--- src/rtl/irq_pkg.sv ---
package irq_pkg;

  localparam int unsigned OFS_STATUS  = 'h0D;
  localparam int unsigned OFS_ENABLE  = 'h0E;
  localparam int unsigned OFS_MODE_HI = 'h0F;
  localparam int unsigned OFS_MODE_LO = 'h10;

  localparam int unsigned BIT_CLK = 3;
  localparam int unsigned BIT_OVF = 1;
  localparam int unsigned BIT_UNF = 0;

  localparam int unsigned SRC_BITS = (1 << BIT_CLK) | (1 << BIT_OVF) | (1 << BIT_UNF);

  typedef enum logic [1:0] {
    TRIG_RISE  = 2'b00,
    TRIG_FALL  = 2'b01,
    TRIG_LEVEL = 2'b10,
    TRIG_RSVD  = 2'b11
  } trig_e;

endpackage

--- src/rtl/irq_rst_sync.sv ---
module irq_rst_sync #(
  parameter int STAGES = 2
) (
  input  logic clk,
  input  logic rst_n_async,
  output logic rst_n_sync
);

  logic [STAGES-1:0] chain_q;

  always_ff @(posedge clk or negedge rst_n_async) begin
    if (!rst_n_async) chain_q <= '0;
    else              chain_q <= {chain_q[STAGES-2:0], 1'b1};
  end

  assign rst_n_sync = chain_q[STAGES-1];

endmodule

--- src/rtl/irq_cond_sync.sv ---
module irq_cond_sync #(
  parameter int W      = 8,
  parameter int STAGES = 2
) (
  input  logic         clk,
  input  logic         rst_n,
  input  logic [W-1:0] d_i,
  output logic [W-1:0] q_o
);

  logic [W-1:0] stage_q [STAGES];

  always_ff @(posedge clk or negedge rst_n) begin
    if (!rst_n) begin
      for (int s = 0; s < STAGES; s++) stage_q[s] <= '0;
    end else begin
      stage_q[0] <= d_i;
      for (int s = 1; s < STAGES; s++) stage_q[s] <= stage_q[s-1];
    end
  end

  assign q_o = stage_q[STAGES-1];

endmodule

--- src/rtl/irq_src_cell.sv ---
module irq_src_cell
  import irq_pkg::*;
(
  input  logic  clk,
  input  logic  rst_n,
  input  logic  cond_i,
  input  logic  enable_i,
  input  trig_e mode_i,
  input  logic  rd_clr_i,
  output logic  flag_o
);

  logic prev_q;
  logic flag_q, flag_d;
  logic hit_rise, hit_fall, keep;

  assign hit_rise = cond_i & ~prev_q;
  assign hit_fall = ~cond_i & prev_q;
  assign keep     = flag_q & ~rd_clr_i;

  always_comb begin
    case (mode_i)
      TRIG_RISE:  flag_d = keep | hit_rise;
      TRIG_FALL:  flag_d = keep | hit_fall;
      TRIG_LEVEL: flag_d = cond_i;
      default:    flag_d = 1'b0;
    endcase
    if (!enable_i) flag_d = 1'b0;
  end

  always_ff @(posedge clk or negedge rst_n) begin
    if (!rst_n) begin
      prev_q <= 1'b0;
      flag_q <= 1'b0;
    end else begin
      prev_q <= cond_i;
      flag_q <= flag_d;
    end
  end

  assign flag_o = flag_q;

endmodule

--- src/rtl/irq_gather.sv ---
module irq_gather
  import irq_pkg::*;
#(
  parameter int             AW          = 8,
  parameter int             DW          = 8,
  parameter int             SYNC_STAGES = 2,
  parameter logic [DW-1:0]  SRC_PRESENT = DW'(SRC_BITS)
) (
  input  logic          clk,
  input  logic          rst_n,
  input  logic          clk_err_i,
  input  logic          ovf_i,
  input  logic          unf_i,
  input  logic [AW-1:0] reg_addr,
  input  logic          reg_wr,
  input  logic          reg_rd,
  input  logic [DW-1:0] reg_wdata,
  output logic [DW-1:0] reg_rdata,
  output logic          irq_o
);

  localparam logic [AW-1:0] A_STATUS  = AW'(OFS_STATUS);
  localparam logic [AW-1:0] A_ENABLE  = AW'(OFS_ENABLE);
  localparam logic [AW-1:0] A_MODE_HI = AW'(OFS_MODE_HI);
  localparam logic [AW-1:0] A_MODE_LO = AW'(OFS_MODE_LO);

  logic          rst_n_sync;
  logic [DW-1:0] cond_raw, cond_s;
  logic [DW-1:0] mask_q, mode_hi_q, mode_lo_q;
  logic [DW-1:0] mask_d, mode_hi_d, mode_lo_d;
  logic          mask_en, mode_hi_en, mode_lo_en;
  logic [DW-1:0] status;
  logic          sel_status, sel_enable, sel_mode_hi, sel_mode_lo;
  logic          rd_clr;
  logic          irq_q, irq_d;

  irq_rst_sync #(.STAGES(2)) u_rst (
    .clk         (clk),
    .rst_n_async (rst_n),
    .rst_n_sync  (rst_n_sync)
  );

  always_comb begin
    cond_raw          = '0;
    cond_raw[BIT_CLK] = clk_err_i;
    cond_raw[BIT_OVF] = ovf_i;
    cond_raw[BIT_UNF] = unf_i;
  end

  irq_cond_sync #(.W(DW), .STAGES(SYNC_STAGES)) u_sync (
    .clk   (clk),
    .rst_n (rst_n_sync),
    .d_i   (cond_raw),
    .q_o   (cond_s)
  );

  assign sel_status  = (reg_addr == A_STATUS);
  assign sel_enable  = (reg_addr == A_ENABLE);
  assign sel_mode_hi = (reg_addr == A_MODE_HI);
  assign sel_mode_lo = (reg_addr == A_MODE_LO);
  assign rd_clr      = reg_rd & sel_status;

  assign mask_en    = reg_wr & sel_enable;
  assign mode_hi_en = reg_wr & sel_mode_hi;
  assign mode_lo_en = reg_wr & sel_mode_lo;
  assign mask_d     = reg_wdata & SRC_PRESENT;
  assign mode_hi_d  = reg_wdata & SRC_PRESENT;
  assign mode_lo_d  = reg_wdata & SRC_PRESENT;

  always_ff @(posedge clk or negedge rst_n_sync) begin
    if (!rst_n_sync) begin
      mask_q    <= '0;
      mode_hi_q <= '0;
      mode_lo_q <= '0;
    end else begin
      if (mask_en)    mask_q    <= mask_d;
      if (mode_hi_en) mode_hi_q <= mode_hi_d;
      if (mode_lo_en) mode_lo_q <= mode_lo_d;
    end
  end

  for (genvar i = 0; i < DW; i++) begin : g_src
    irq_src_cell u_cell (
      .clk      (clk),
      .rst_n    (rst_n_sync),
      .cond_i   (cond_s[i]),
      .enable_i (mask_q[i] & SRC_PRESENT[i]),
      .mode_i   (trig_e'({mode_hi_q[i], mode_lo_q[i]})),
      .rd_clr_i (rd_clr),
      .flag_o   (status[i])
    );
  end

  assign irq_d = |status;

  always_ff @(posedge clk or negedge rst_n_sync) begin
    if (!rst_n_sync) irq_q <= 1'b0;
    else             irq_q <= irq_d;
  end

  assign irq_o = irq_q;

  always_comb begin
    reg_rdata = '0;
    if (reg_rd) begin
      if (sel_status)       reg_rdata = status;
      else if (sel_enable)  reg_rdata = mask_q;
      else if (sel_mode_hi) reg_rdata = mode_hi_q;
      else if (sel_mode_lo) reg_rdata = mode_lo_q;
    end
  end

endmodule

--- config.mk ---
export PLATFORM = sky130hd
export DESIGN_NAME = irq_gather
export DESIGN_NICKNAME = d
export VERILOG_FILES = /design/src/rtl/irq_pkg.sv /design/src/rtl/irq_rst_sync.sv /design/src/rtl/irq_cond_sync.sv /design/src/rtl/irq_src_cell.sv /design/src/rtl/irq_gather.sv
export SDC_FILE = /design/constraint.sdc
export NUM_CORES = 1
export LEC_CHECK = 0
export BUFFER_PORTS_ARGS = -buffer_cell sky130_fd_sc_hd__buf_2
export CAP_MARGIN = 15
export CORE_UTILIZATION = 62
export CTS_BUF_LIST = sky130_fd_sc_hd__clkbuf_2 sky130_fd_sc_hd__clkbuf_4 sky130_fd_sc_hd__clkbuf_8
export DETAILED_ROUTE_END_ITERATION = 7
export PLACE_DENSITY = 0.87
export SYNTH_ARGS = -nofsm -noshare
export SYNTH_HDL_FRONTEND = slang
export SYNTH_HIERARCHICAL = 1
export SYNTH_SLANG_ARGS = --single-unit
--- constraint.sdc ---
create_clock -name clk -period 3.1 [get_ports clk]
set_input_delay 0.155 -clock clk [delete_from_list [all_inputs] [get_ports clk]]
set_output_delay 0.155 -clock clk [all_outputs]
set_load 0.01 [all_outputs]
==> out/metrics.csv, run 1 <==
stage;metric;value;unit
outcome;outcome;finished, violations left;
outcome;violated checks;design-rule violations;
cts;clk_lat worst skew;0.35;ns
synthesis;synthesized area;1891;µm²
timing;fin crit share;0.5346;
routing;vias;1305;
worst_hold_path;Min-Delay Path Class;input pin to register;
final_layout;Final Util;0.7881;
synthesis;Yosys reg bits;44;
synthesis;xor and xnor area share after synthesis;0;
synthesis;gate count of the mapped netlist;152;
synthesis;register area share after synthesis;0.5824;
synthesis;largest family of logic cells by synthesized area;simple AND/OR/NAND/NOR gates;
floorplanning;Die H;57.22;µm
setup_path;r2r setup slk;2.05;ns
place;DP Area;2123;µm²
setup_path;worst path cell trace;nand2_1 -> o211ai_1 -> a22oi_1 -> a211oi_1 -> buf_2;
setup_path;Slowest-stage cell, CP;dfrtp_1;
synthesis;area fraction in compound gates after synthesis;0.08008;
routing;WL final;3254;µm
synthesis;Post-Synth Adder-Cell Area;0;
final_layout;fillcell total;197;
pwr;combinational share of power;0.084;
setup_path;critical path class;register to output pin;
pwr;static leakage;1.081;nW
cts;CTS tree;done;
synthesis;number of flops mapped to enable cells by yosys;0;
global_routing;largest net degree at the start of global routing;43;
synthesis;synth warn;6;
setup_path;Worst setup endpoint;reg_rdata[3];
pwr;Power Total;0.9999;mW
floorplanning;Initial Util;0.6683;
timing;final hold violation count;0;
cts;clock slew at reported path FFs;0.12;ns
final_layout;nets;238;
cts;post-cts sizing count;0;
routing;DR iter-0 viols;48;
setup_path;CP startpoint;g_src[3].u_cell/flag_o;
cts;maximum level of the CTS H-tree;2;
pwr;VDD IR max;0.0003417;V
timing;setup TNS;0;ns
cts;clock root cell;clkbuf_4;
timing;Final Max Slew Viols;0;
global_routing;vias in the first global route;1290;
timing;RSZ-0062 raised after global routing;false;
setup_path;Reg2Reg Depth;3;
synthesis;Post-synth ARST share;1.000;
routing;DR WL/cell;13.17;µm
floorplanning;I/O pins;32;
place;RePlAce Congestion;0.7966;
synthesis;Synth Flop Type;dfrtp_1;
floorplanning;Placeable Area;2829;µm²
place;Post-Place Setup Slack;1.506;ns
synthesis;Synth Area in Simple Gates;0.2303;
routing;DRC viols;4;
setup_path;reg2reg end;g_src[0].u_cell/flag_o;
routing;Pre-antenna DRT Iters;8;
cts;CTS max path bufs;2;
global_routing;GR Overflow Total;0;
final_layout;area delta synth->final;17.94;%
routing;via/cell ratio;5.283;
timing;Clock Skews;0.006533;ns
timing;Final Setup Violations;0;
global_routing;initial antenna violation count;0;
floorplanning;Rows;19;
setup_path;CP max stage delay;0.41;ns
final_layout;fraction of layout cells with a size suffix above 1;0.2500;
job;MaxCap Viol Count;0;
pwr;Clk pwr share;0.294;
pwr;Seq pwr share;0.621;
cts;Inserted Clock Buffers;5;
timing;Tmin final;1.657;ns
cts;postcts setup bufs;0;
timing;Worst Setup Slack, final;1.443;ns
place;IO buf count;26;
setup_path;Setup crit start kind;register;
cts;CTS sink count;44;
setup_path;CP arrival;1.50;ns
synthesis;post-synthesis mux area share;0.05956;
synthesis;syn_area_per_cell;12.44;µm²
pwr;Power Dens Cells;448.5;nW/µm²
routing;Routed Antenna Nets;0;
setup_path;Reg2Reg Launch Point;mode_hi_q[0];
setup_path;CP max FO;4;
cts;Post-CTS Hold Fix Bufs;4;
pwr;Net Sw Frac;0.2275;
global_routing;All-Layer GR Usage;0.2392;
setup_path;CP Capture Type;output pin;
floorplanning;DIE WIDTH;57.22;µm
final_layout;final design area excluding fillers;2230;µm²
setup_path;WP data required;2.94;ns
final_layout;multi-input logic area;834.6;µm²
synthesis;Netlist cell types;33;
global_routing;first-pass GRT wire length;5664;µm
timing;f_max;603.4;MHz
pwr;P_int;0.7724;mW
final_layout;# diodes;0;
place;Post-DP HPWL;2425;µm
final_layout;Sequential Area;1101;µm²
pwr;switching pwr;0.2274;mW
floorplanning;die area;3274;µm²
## stage by stage
step / hold slack [ns] / std cells
global route: 0.03851 / 247
CTS: 0.04940 / 247
floorplan: -0.1406 / 186
finish: 0.06148 / 247
global placement: -0.05994 / 235
detailed placement: -0.05814 / 235
## flip-flops by register name, indices dropped and copies added (netlist names), 2 cells and up
name                 count
g_src.u_cell/flag_o      8
g_src.u_cell/prev_q      8
mask_q                   3
mode_hi_q                3
mode_lo_q                3
u_rst/chain_q            2
u_sync/q_o               8
u_sync/stage_q           8
## worst max-delay path: cells and delay by family, from the launching register on
| kind | cells | cell delay, ns |
|---|---|---|
| DFF | 1 | 0.41 |
| buffers and inverters | 1 | 0.16 |
| and+or+nand+nor | 1 | 0.08 |
| AOI/OAI and AO/OA | 3 | 0.50 |
## layout by cell type, fill, tap and decap left out, drive strengths merged
cell / netlist / routed
dfrtp: 44 / 44
o31a: 8 / 8
nor4: 4 / 4
conb: 2 / 36
or2b: 2 / 2
nor3b: 16 / 16
and2: 5 / 5
and4bb: 1 / 1
buf: 10 / 28
mux2: 9 / 9
nor2: 2 / 2
a211oi: 1 / 1
and4b: 2 / 2
nand3b: 1 / 1
a21o: 2 / 2
nor3: 8 / 8
dlygate4sd3: 0 / 4
nor2b: 8 / 8
a21oi: 2 / 2
o21ai: 2 / 2
clkbuf: 0 / 8
o22ai: 1 / 1
nand4: 1 / 1
o211ai: 3 / 3
a22oi: 1 / 1
nand2: 15 / 15
inv: 1 / 1
nand4b: 1 / 1
## synthesized netlist by cell type, types with 2 or more instances
| cell type | count | area share |
|---|---|---|
| dfrtp_1 | 44 | 0.58 |
| nor3b_1 | 16 | 0.064 |
| nand2_1 | 14 | 0.028 |
| buf_4 | 9 | 0.036 |
| nor2b_1 | 8 | 0.026 |
| nor3_1 | 8 | 0.021 |
| o31a_1 | 8 | 0.037 |
| mux2_2 | 6 | 0.036 |
| and2_1 | 5 | 0.017 |
| mux2_4 | 3 | 0.024 |
| o211ai_1 | 3 | 0.012 |
| a21o_2 | 2 | 0.0093 |
| a21oi_1 | 2 | 0.0053 |
| conb_1 | 2 | 0.0040 |
| nor2_1 | 2 | 0.0040 |
| nor4_1 | 2 | 0.0066 |
| o21ai_0 | 2 | 0.0053 |
## how the worst min path moves through the flow
stage | from | endpoint | slack (ns) | depth (start not counted)
5_1_grt | reg_wdata[3] | mode_lo_q[3] | 0.04 | 2
3_5_place_dp | rst_n | u_rst/chain_q[1] | -0.06 | 1
6_report | reg_wdata[3] | mode_lo_q[3] | 0.06 | 2
4_1_cts | reg_wdata[3] | mode_lo_q[3] | 0.05 | 2
3_3_place_gp | rst_n | u_rst/chain_q[1] | -0.06 | 1
2_1_floorplan | rst_n | u_rst/chain_q[0] | -0.14 | 0
## layer usage
layer  global-route usage  wire length (µm)
met5                    0                 0
met4               0.1185                91
met3              0.07710               125
met2               0.4017              1670
met1               0.2782              1367
## power by group through the flow
stage          logic, mW  clock network [mW]  registers, mW
2_1_floorplan     0.0545                   0          0.634
5_1_grt           0.0960               0.329          0.625
6_report          0.0844               0.294          0.621
3_5_place_dp      0.0790                   0          0.633
3_3_place_gp      0.0745                   0          0.630
4_1_cts           0.0833               0.303          0.622
## cell type report
type	instances	area share
inverter	1	0.001684
timing repair buffer	32	0.08305
multi-input combinational	131	0.3743
tap	31	0.01740
sequential	44	0.4938
clock buffer	8	0.02974
## cell families after synthesis
group | after synthesis
flip-flops | 44
AND/OR/NAND/NOR | 66
other | 2
buffers and inverters | 11
AO/OA/AOI/OAI | 20
multiplexers | 9
Power figures use the tool's default switching activity.
==> run 2, diff against run 1 <==
--- a/config.mk
+++ b/config.mk
@@ -5,12 +5,13 @@
 export SDC_FILE = /design/constraint.sdc
 export NUM_CORES = 1
 export LEC_CHECK = 0
+export ABC_AREA = 1
 export BUFFER_PORTS_ARGS = -buffer_cell sky130_fd_sc_hd__buf_2
 export CAP_MARGIN = 15
-export CORE_UTILIZATION = 62
+export CORE_UTILIZATION = 53
 export CTS_BUF_LIST = sky130_fd_sc_hd__clkbuf_2 sky130_fd_sc_hd__clkbuf_4 sky130_fd_sc_hd__clkbuf_8
 export DETAILED_ROUTE_END_ITERATION = 7
-export PLACE_DENSITY = 0.87
+export PLACE_DENSITY = 0.78
 export SYNTH_ARGS = -nofsm -noshare
 export SYNTH_HDL_FRONTEND = slang
 export SYNTH_HIERARCHICAL = 1
==> constraint.sdc (replaced) <==
create_clock -name clk -period 1.4 [get_ports clk]
set_input_delay 0.07 -clock clk [delete_from_list [all_inputs] [get_ports clk]]
set_output_delay 0.07 -clock clk [all_outputs]
set_load 0.01 [all_outputs]
==> run 2 against run 1 <==
The flow now finishes without violations. Worst setup slack worse by 1.3 ns. Wire length is 1.3% higher. Non-clock buffer count stayed put. Critical path depth stayed put. Synthesized cell count is 67% higher. Critical endpoint is now reg_rdata[0].
==> out/metrics.csv, run 2 <==
stage;metric;value;unit;change
timing;RSZ-0062 raised after global routing;false;;
setup_path;CP max stage delay;0.41;ns;about the same
pwr;P_int;2.003;mW;+160%
synthesis;gate count of the mapped netlist;254;;+67%
synthesis;Synth area leader;dfrtp_1;;
floorplanning;die area;4129;µm²;+26%
place;RePlAce Congestion;0.8943;;+12%
cts;post-cts sizing count;0;;unchanged
routing;Pre-antenna DRT Iters;4;;-4
timing;setup TNS;0;ns;unchanged
setup_path;CP max FO;4;;unchanged
setup_path;family with the most delay on the worst path;flip-flops;;
final_layout;multi-input logic area;789.5;µm²;-5.4%
pwr;static leakage;1.369;nW;+27%
cts;postcts setup bufs;0;;unchanged
final_layout;nets;337;;+42%
final_layout;final design area excluding fillers;2484;µm²;+11%
setup_path;Slowest-stage cell, CP;dfrtp_1;;
floorplanning;Die H;64.26;µm;+12%
cts;CTS tree;done;;
timing;Final Setup Violations;0;;unchanged
cts;clk_lat worst skew;0.29;ns;-0.06 ns
timing;Final Max Slew Viols;0;;unchanged
job;MaxCap Viol Count;0;;unchanged
floorplanning;Initial Util;0.5570;;-0.1113
synthesis;post-synth top area share;0.5359;;-0.04646
floorplanning;I/O pins;32;;unchanged
floorplanning;DIE WIDTH;64.26;µm;+12%
pwr;Seq pwr share;0.534;;-0.087
synthesis;count leader, synth;nand2_1;;
cts;clock root cell;clkbuf_8;;
synthesis;Post-synth ARST share;1.000;;unchanged
synthesis;synth warn;6;;unchanged
place;DP Area;2322;µm²;+9.4%
pwr;Clk pwr share;0.386;;+0.092
place;placed cells;351;;+49%
place;Post-Place Setup Slack;0.1332;ns;-1.373 ns
final_layout;Final Util;0.6733;;-0.1148
setup_path;Crit path buffers/inverters;1;;unchanged
place;Post-DP HPWL;2549;µm;+5.1%
final_layout;most common cell after layout, fill and taps aside;nand2_1;;
timing;fin crit share;0.9065;;
timing;Tmin final;1.269;ns;
synthesis;Netlist cell types;19;;-42%
cts;CTS max path bufs;2;;unchanged
pwr;switching pwr;0.5810;mW;+160%
floorplanning;Rows;22;;+3
worst_hold_path;Min-Delay Path Class;input pin to register;;
setup_path;WP data required;1.33;ns;-1.61 ns
synthesis;number of flops mapped to enable cells by yosys;0;;unchanged
final_layout;fillcell total;342;;+74%
final_layout;highest-count cells in the layout ignoring fill and taps;57 x nand2_1, 54 x inv_1, 43 x dfrtp_1;;
global_routing;vias in the first global route;1455;;+13%
cts;maximum level of the CTS H-tree;2;;unchanged
setup_path;CP arrival;1.20;ns;-0.30 ns
synthesis;Synth Flop Type;dfrtp_1;;
pwr;Net Sw Frac;0.2248;;-0.002664
global_routing;initial antenna violation count;0;;unchanged
global_routing;GR Overflow Total;0;;unchanged
cts;Inserted Clock Buffers;5;;unchanged
timing;Hold Slack;0.04883;ns;-0.01265 ns
place;IO buf count;26;;unchanged
routing;WL final;3295;µm;+1.3%
synthesis;syn_area_per_cell;8.088;µm²;-35%
cts;CTS sink count;44;;unchanged
timing;Worst Setup Slack, final;0.1308;ns;-1.312 ns
final_layout;fraction of layout cells with a size suffix above 1;0.1651;;-0.08492
timing;Clock Skews;0.003013;ns;-0.003520 ns
floorplanning;Placeable Area;3689;µm²;+30%
routing;via/cell ratio;4.344;;-18%
synthesis;register area share after synthesis;0.5359;;-0.04646
routing;DR iter-0 viols;31;;-35%
global_routing;All-Layer GR Usage;0.1913;;-0.04790
routing;Routed Antenna Nets;0;;unchanged
timing;f_max;787.9;MHz;
final_layout;fin cells;363;;+47%
pwr;Power Dens Cells;1041;nW/µm²;+130%
outcome;outcome;finished, final reports clean;;
setup_path;CP Capture Type;output pin;;
setup_path;Crit path top cell by count;nor2_1;;
synthesis;Yosys reg bits;44;;unchanged
routing;DRC viols;0;;-4
timing;final hold violation count;0;;unchanged
setup_path;Setup crit start kind;register;;
pwr;Power Total;2.584;mW;+160%
routing;vias;1577;;+21%
setup_path;critical path class;register to output pin;;
synthesis;Post-synth top cells;57 x nand2_1, 54 x inv_1, 44 x dfrtp_1;;
setup_path;worst path cell trace;nand3_1 -> nand2_1 -> nor2_1 -> nor2_1 -> buf_2;;
final_layout;# diodes;0;;unchanged
pwr;combinational share of power;0.080;;-0.004
cts;clock slew at reported path FFs;0.08;ns;-0.04 ns
pwr;VDD IR max;0.0006574;V;+92%
synthesis;synthesized area;2054;µm²;+8.7%
final_layout;area delta synth->final;20.89;%;
final_layout;Sequential Area;1102;µm²;+0.11%
routing;DR WL/cell;9.077;µm;-31%
global_routing;first-pass GRT wire length;5989;µm;+5.7%
synthesis;largest cells by area after synthesis;dfrtp_1 54%, nand2_1 10%, inv_1 9.9%;;
global_routing;largest net degree at the start of global routing;22;;-49%
run 2: cell count changes in the layout (fill, tap and decap cells not counted), moves of 16 or more:
cell     previous run  this run
nor3b_1            16         0
nor2_1              2        35
inv_1               1        54
nand2_1            14        57
nand3_1             0        16
run 2: area by class of cell:
cell class              count  share of cell area
flip-flops and latches     44              0.4438
multi-input cells         175              0.3179
inverters                  56             0.08564
repair buffers             32             0.07960
clock buffers               6             0.03325
well taps                  48             0.02418
clock inverters             2             0.01562
run 2: timing repair:
item	in CTS	in global routing
hold endpoints to repair	5	0
endpoints found under the setup margin	0	0
hold buffers	4	0
run 2: power groups by stage:
stage	registers [mW]	logic (mW)	clock network, mW
after detailed placement	1.41	0.196	0
final	1.38	0.206	0.998
after floorplan	1.40	0.137	0
after global placement	1.40	0.190	0
after CTS	1.38	0.206	1.03
after global routing	1.39	0.242	1.09
run 2: path summary, 6_finish.rpt:
kind	from	end	slack (ns)	cells past startpoint
worst min register to register	u_rst/chain_q[1]	u_sync/stage_q[9]	0.14	0
min in group asynchronous	rst_n	u_rst/chain_q[1]	0.08	2
worst max register to register	g_src[0].u_cell/flag_o	irq_o	0.51	2
worst max-delay path	mode_hi_q[0]	reg_rdata[0]	0.13	5
worst min-delay path	reg_wdata[1]	mask_q[1]	0.05	3
max in group asynchronous	u_rst/chain_q[1]	g_src[6].u_cell/flag_o	0.82	1
run 2: cells by family (layout without fill, tap and decap cells):
| kind of cell | count (synthesis) | after routing | share of synthesized area |
|---|---|---|---|
| DFF | 44 | 44 | 0.5359 |
| buffers and inverters | 64 | 96 | 0.1328 |
| and+or+nand+nor | 132 | 132 | 0.2984 |
| AOI/OAI and AO/OA | 12 | 12 | 0.02923 |
| other | 2 | 31 | 0.003655 |
run 2: layer usage:
layer / global-route usage / share of wire / wire length (µm) / vias up
met5: 0 / 0 / 0 / -
met4: 0.06944 / 0.015 / 51 / 0
met3: 0.05357 / 0.038 / 126 / 7
met2: 0.3237 / 0.48 / 1572 / 31
met1: 0.2317 / 0.47 / 1544 / 702
li1: - / - / - / 837
run 2: worst register-to-register path, cell delays in order (launching register included):
cell     delay (ns)
dfrtp_1        0.41
nor4_1         0.29
nand2_1        0.08
==> run 3, diff against run 2 <==
--- a/config.mk
+++ b/config.mk
@@ -10,8 +10,10 @@
 export CAP_MARGIN = 15
 export CORE_UTILIZATION = 53
 export CTS_BUF_LIST = sky130_fd_sc_hd__clkbuf_2 sky130_fd_sc_hd__clkbuf_4 sky130_fd_sc_hd__clkbuf_8
+export CTS_CLUSTER_DIAMETER = 200
 export DETAILED_ROUTE_END_ITERATION = 7
 export PLACE_DENSITY = 0.78
+export RECOVER_POWER = 50
 export SYNTH_ARGS = -nofsm -noshare
 export SYNTH_HDL_FRONTEND = slang
 export SYNTH_HIERARCHICAL = 1
==> run 3 against run 2 <==
Clock power barely moved. Count of clock-buffer cells in the layout did not move. Combinational power fell by 2%. Via count rose by 0.13%. Sequential share of layout area rose by 0.26 points. Die area did not move. Critical path depth did not move. Fmax barely moved. Worst setup slack barely moved. Final cell count did not move.
==> out/metrics.csv, run 3 (same netlist as run 2, synthesis figures left out) <==
stage;metric;value;unit;change
setup_path;Setup crit start kind;register;;
cts;CTS max path bufs;2;;unchanged
final_layout;final design area excluding fillers;2466;µm²;-0.71%
floorplanning;die area;4129;µm²;unchanged
final_layout;highest-count cells in the layout ignoring fill and taps;57 x nand2_1, 54 x inv_1, 44 x dfrtp_1;;
routing;DR iter-0 viols;29;;-6.5%
final_layout;nets;337;;unchanged
floorplanning;Rows;22;;unchanged
floorplanning;DIE WIDTH;64.26;µm;unchanged
final_layout;area delta synth->final;20.04;%;
timing;Hold Slack;0.04848;ns;-0.0003434 ns
cts;post-cts sizing count;0;;unchanged
setup_path;Crit path top cell by count;nor2_1;;
cts;CTS tree;done;;
routing;Routed Antenna Nets;0;;unchanged
routing;WL final;3294;µm;about the same
final_layout;# diodes;0;;unchanged
floorplanning;Placeable Area;3689;µm²;unchanged
setup_path;CP arrival;1.20;ns;about the same
final_layout;fillcell total;346;;+1.2%
routing;Pre-antenna DRT Iters;4;;unchanged
global_routing;first-pass GRT wire length;5989;µm;unchanged
global_routing;All-Layer GR Usage;0.1913;;unchanged
routing;DRC viols;0;;unchanged
global_routing;vias in the first global route;1455;;unchanged
place;DP Area;2322;µm²;unchanged
routing;via/cell ratio;4.350;;+0.13%
routing;DR WL/cell;9.074;µm;about the same
place;Post-DP HPWL;2549;µm;unchanged
cts;maximum level of the CTS H-tree;2;;unchanged
pwr;VDD IR max;0.0006580;V;about the same
final_layout;fraction of layout cells with a size suffix above 1;0.1587;;-0.006349
setup_path;critical path class;register to output pin;;
setup_path;Slowest-stage cell, CP;dfrtp_1;;
global_routing;initial antenna violation count;0;;unchanged
timing;setup TNS;0;ns;unchanged
timing;f_max;787.7;MHz;about the same
worst_hold_path;depth of the worst hold-timing path;3;;unchanged
setup_path;CP max FO;4;;unchanged
place;RePlAce Congestion;0.8943;;unchanged
place;IO buf count;26;;unchanged
floorplanning;I/O pins;32;;unchanged
outcome;outcome;finished, final reports clean;;
timing;Worst Max-Slew Pin Slew;0.5253;ns;
setup_path;worst path cell trace;nand3_1 -> nand2_1 -> nor2_1 -> nor2_1 -> buf_2;;
pwr;static leakage;1.362;nW;-0.51%
timing;Final Setup Violations;0;;unchanged
setup_path;CP max stage delay;0.41;ns;about the same
timing;Final Max Slew Viols;0;;unchanged
cts;Post-CTS Hold Fix Bufs;4;;unchanged
floorplanning;Die H;64.26;µm;unchanged
global_routing;largest net degree at the start of global routing;22;;unchanged
job;MaxCap Viol Count;0;;unchanged
final_layout;most common cell after layout, fill and taps aside;nand2_1;;
timing;Max-slew headroom;0.6498;;
cts;clock slew at reported path FFs;0.08;ns;about the same
cts;clock root cell;clkbuf_8;;
timing;RSZ-0062 raised after global routing;false;;
worst_hold_path;Min-Delay Path Class;input pin to register;;
global_routing;GR Overflow Total;0;;unchanged
timing;fin crit share;0.9068;;about the same
cts;CTS sink count;44;;unchanged
cts;Inserted Clock Buffers;5;;unchanged
setup_path;Reg2Reg Depth;1;;-1
floorplanning;Initial Util;0.5570;;unchanged
cts;clk_lat worst skew;0.29;ns;about the same
cts;postcts setup bufs;0;;unchanged
routing;vias;1579;;+0.13%
timing;final hold violation count;0;;unchanged
timing;Tmin final;1.270;ns;+0.0003880 ns
setup_path;CP Capture Type;output pin;;
setup_path;WP data required;1.33;ns;about the same
timing;Clock Skews;0.002978;ns;-0.00003489 ns
pwr;Power Dens Cells;1045;nW/µm²;+0.47%
[run 3: worst paths after layout]
check                            startpoint                 end  slack (ns)
max                            mode_hi_q[0]        reg_rdata[0]        0.13
min                            reg_wdata[1]           mask_q[1]        0.05
max reg2reg                u_rst/chain_q[1]  u_sync/stage_q[10]        0.39
min reg2reg                u_rst/chain_q[1]   u_sync/stage_q[9]        0.17
max in group asynchronous  u_rst/chain_q[1]  u_sync/stage_q[10]        0.39
min in group asynchronous             rst_n    u_rst/chain_q[0]        0.08
[run 3: stage by stage]
step / total power, mW / instances / setup slack (ns) / utilization
after floorplan: 1.542 / 283 / 0.08482 / -
after global placement: 1.595 / 351 / 0.1642 / 0.6296
after detailed placement: 1.604 / 351 / 0.1332 / 0.6296
after CTS: 2.620 / 363 / 0.1239 / 0.6733
after global routing: 2.720 / 363 / 0.01050 / 0.6686
final: 2.578 / 363 / 0.1305 / 0.6686
[run 3: layout make-up]
type / count / area, µm² / area share
Clock buffer: 6 / 82.58 / 0.03349
Sequential cell: 44 / 1101 / 0.4465
Inverter: 56 / 212.7 / 0.08625
Tap cell: 48 / 60.06 / 0.02435
Timing Repair Buffer: 32 / 181.4 / 0.07357
Clock inverter: 2 / 38.79 / 0.01573
Multi-Input combinational cell: 175 / 789.5 / 0.3201
[run 3: critical path, delay by kind of cell (launching register included)]
| family | cells | cell delay, ns |
|---|---|---|
| flops | 1 | 0.41 |
| simple gates | 4 | 0.34 |
| buf+inv | 1 | 0.15 |
[run 3: routing by layer]
layer	global-route usage	share of wire	vias up
met4	0.06944	0.015	0
met3	0.05357	0.038	7
met5	0	0	-
met1	0.2317	0.47	704
met2	0.3237	0.48	31
li1	-	-	837
[run 3: report_power, final]
| group | internal [mW] | switching (mW) |
|---|---|---|
| clock | 0.583 | 0.415 |
| sequential | 1.33 | 0.0445 |
| combinational | 0.0803 | 0.121 |
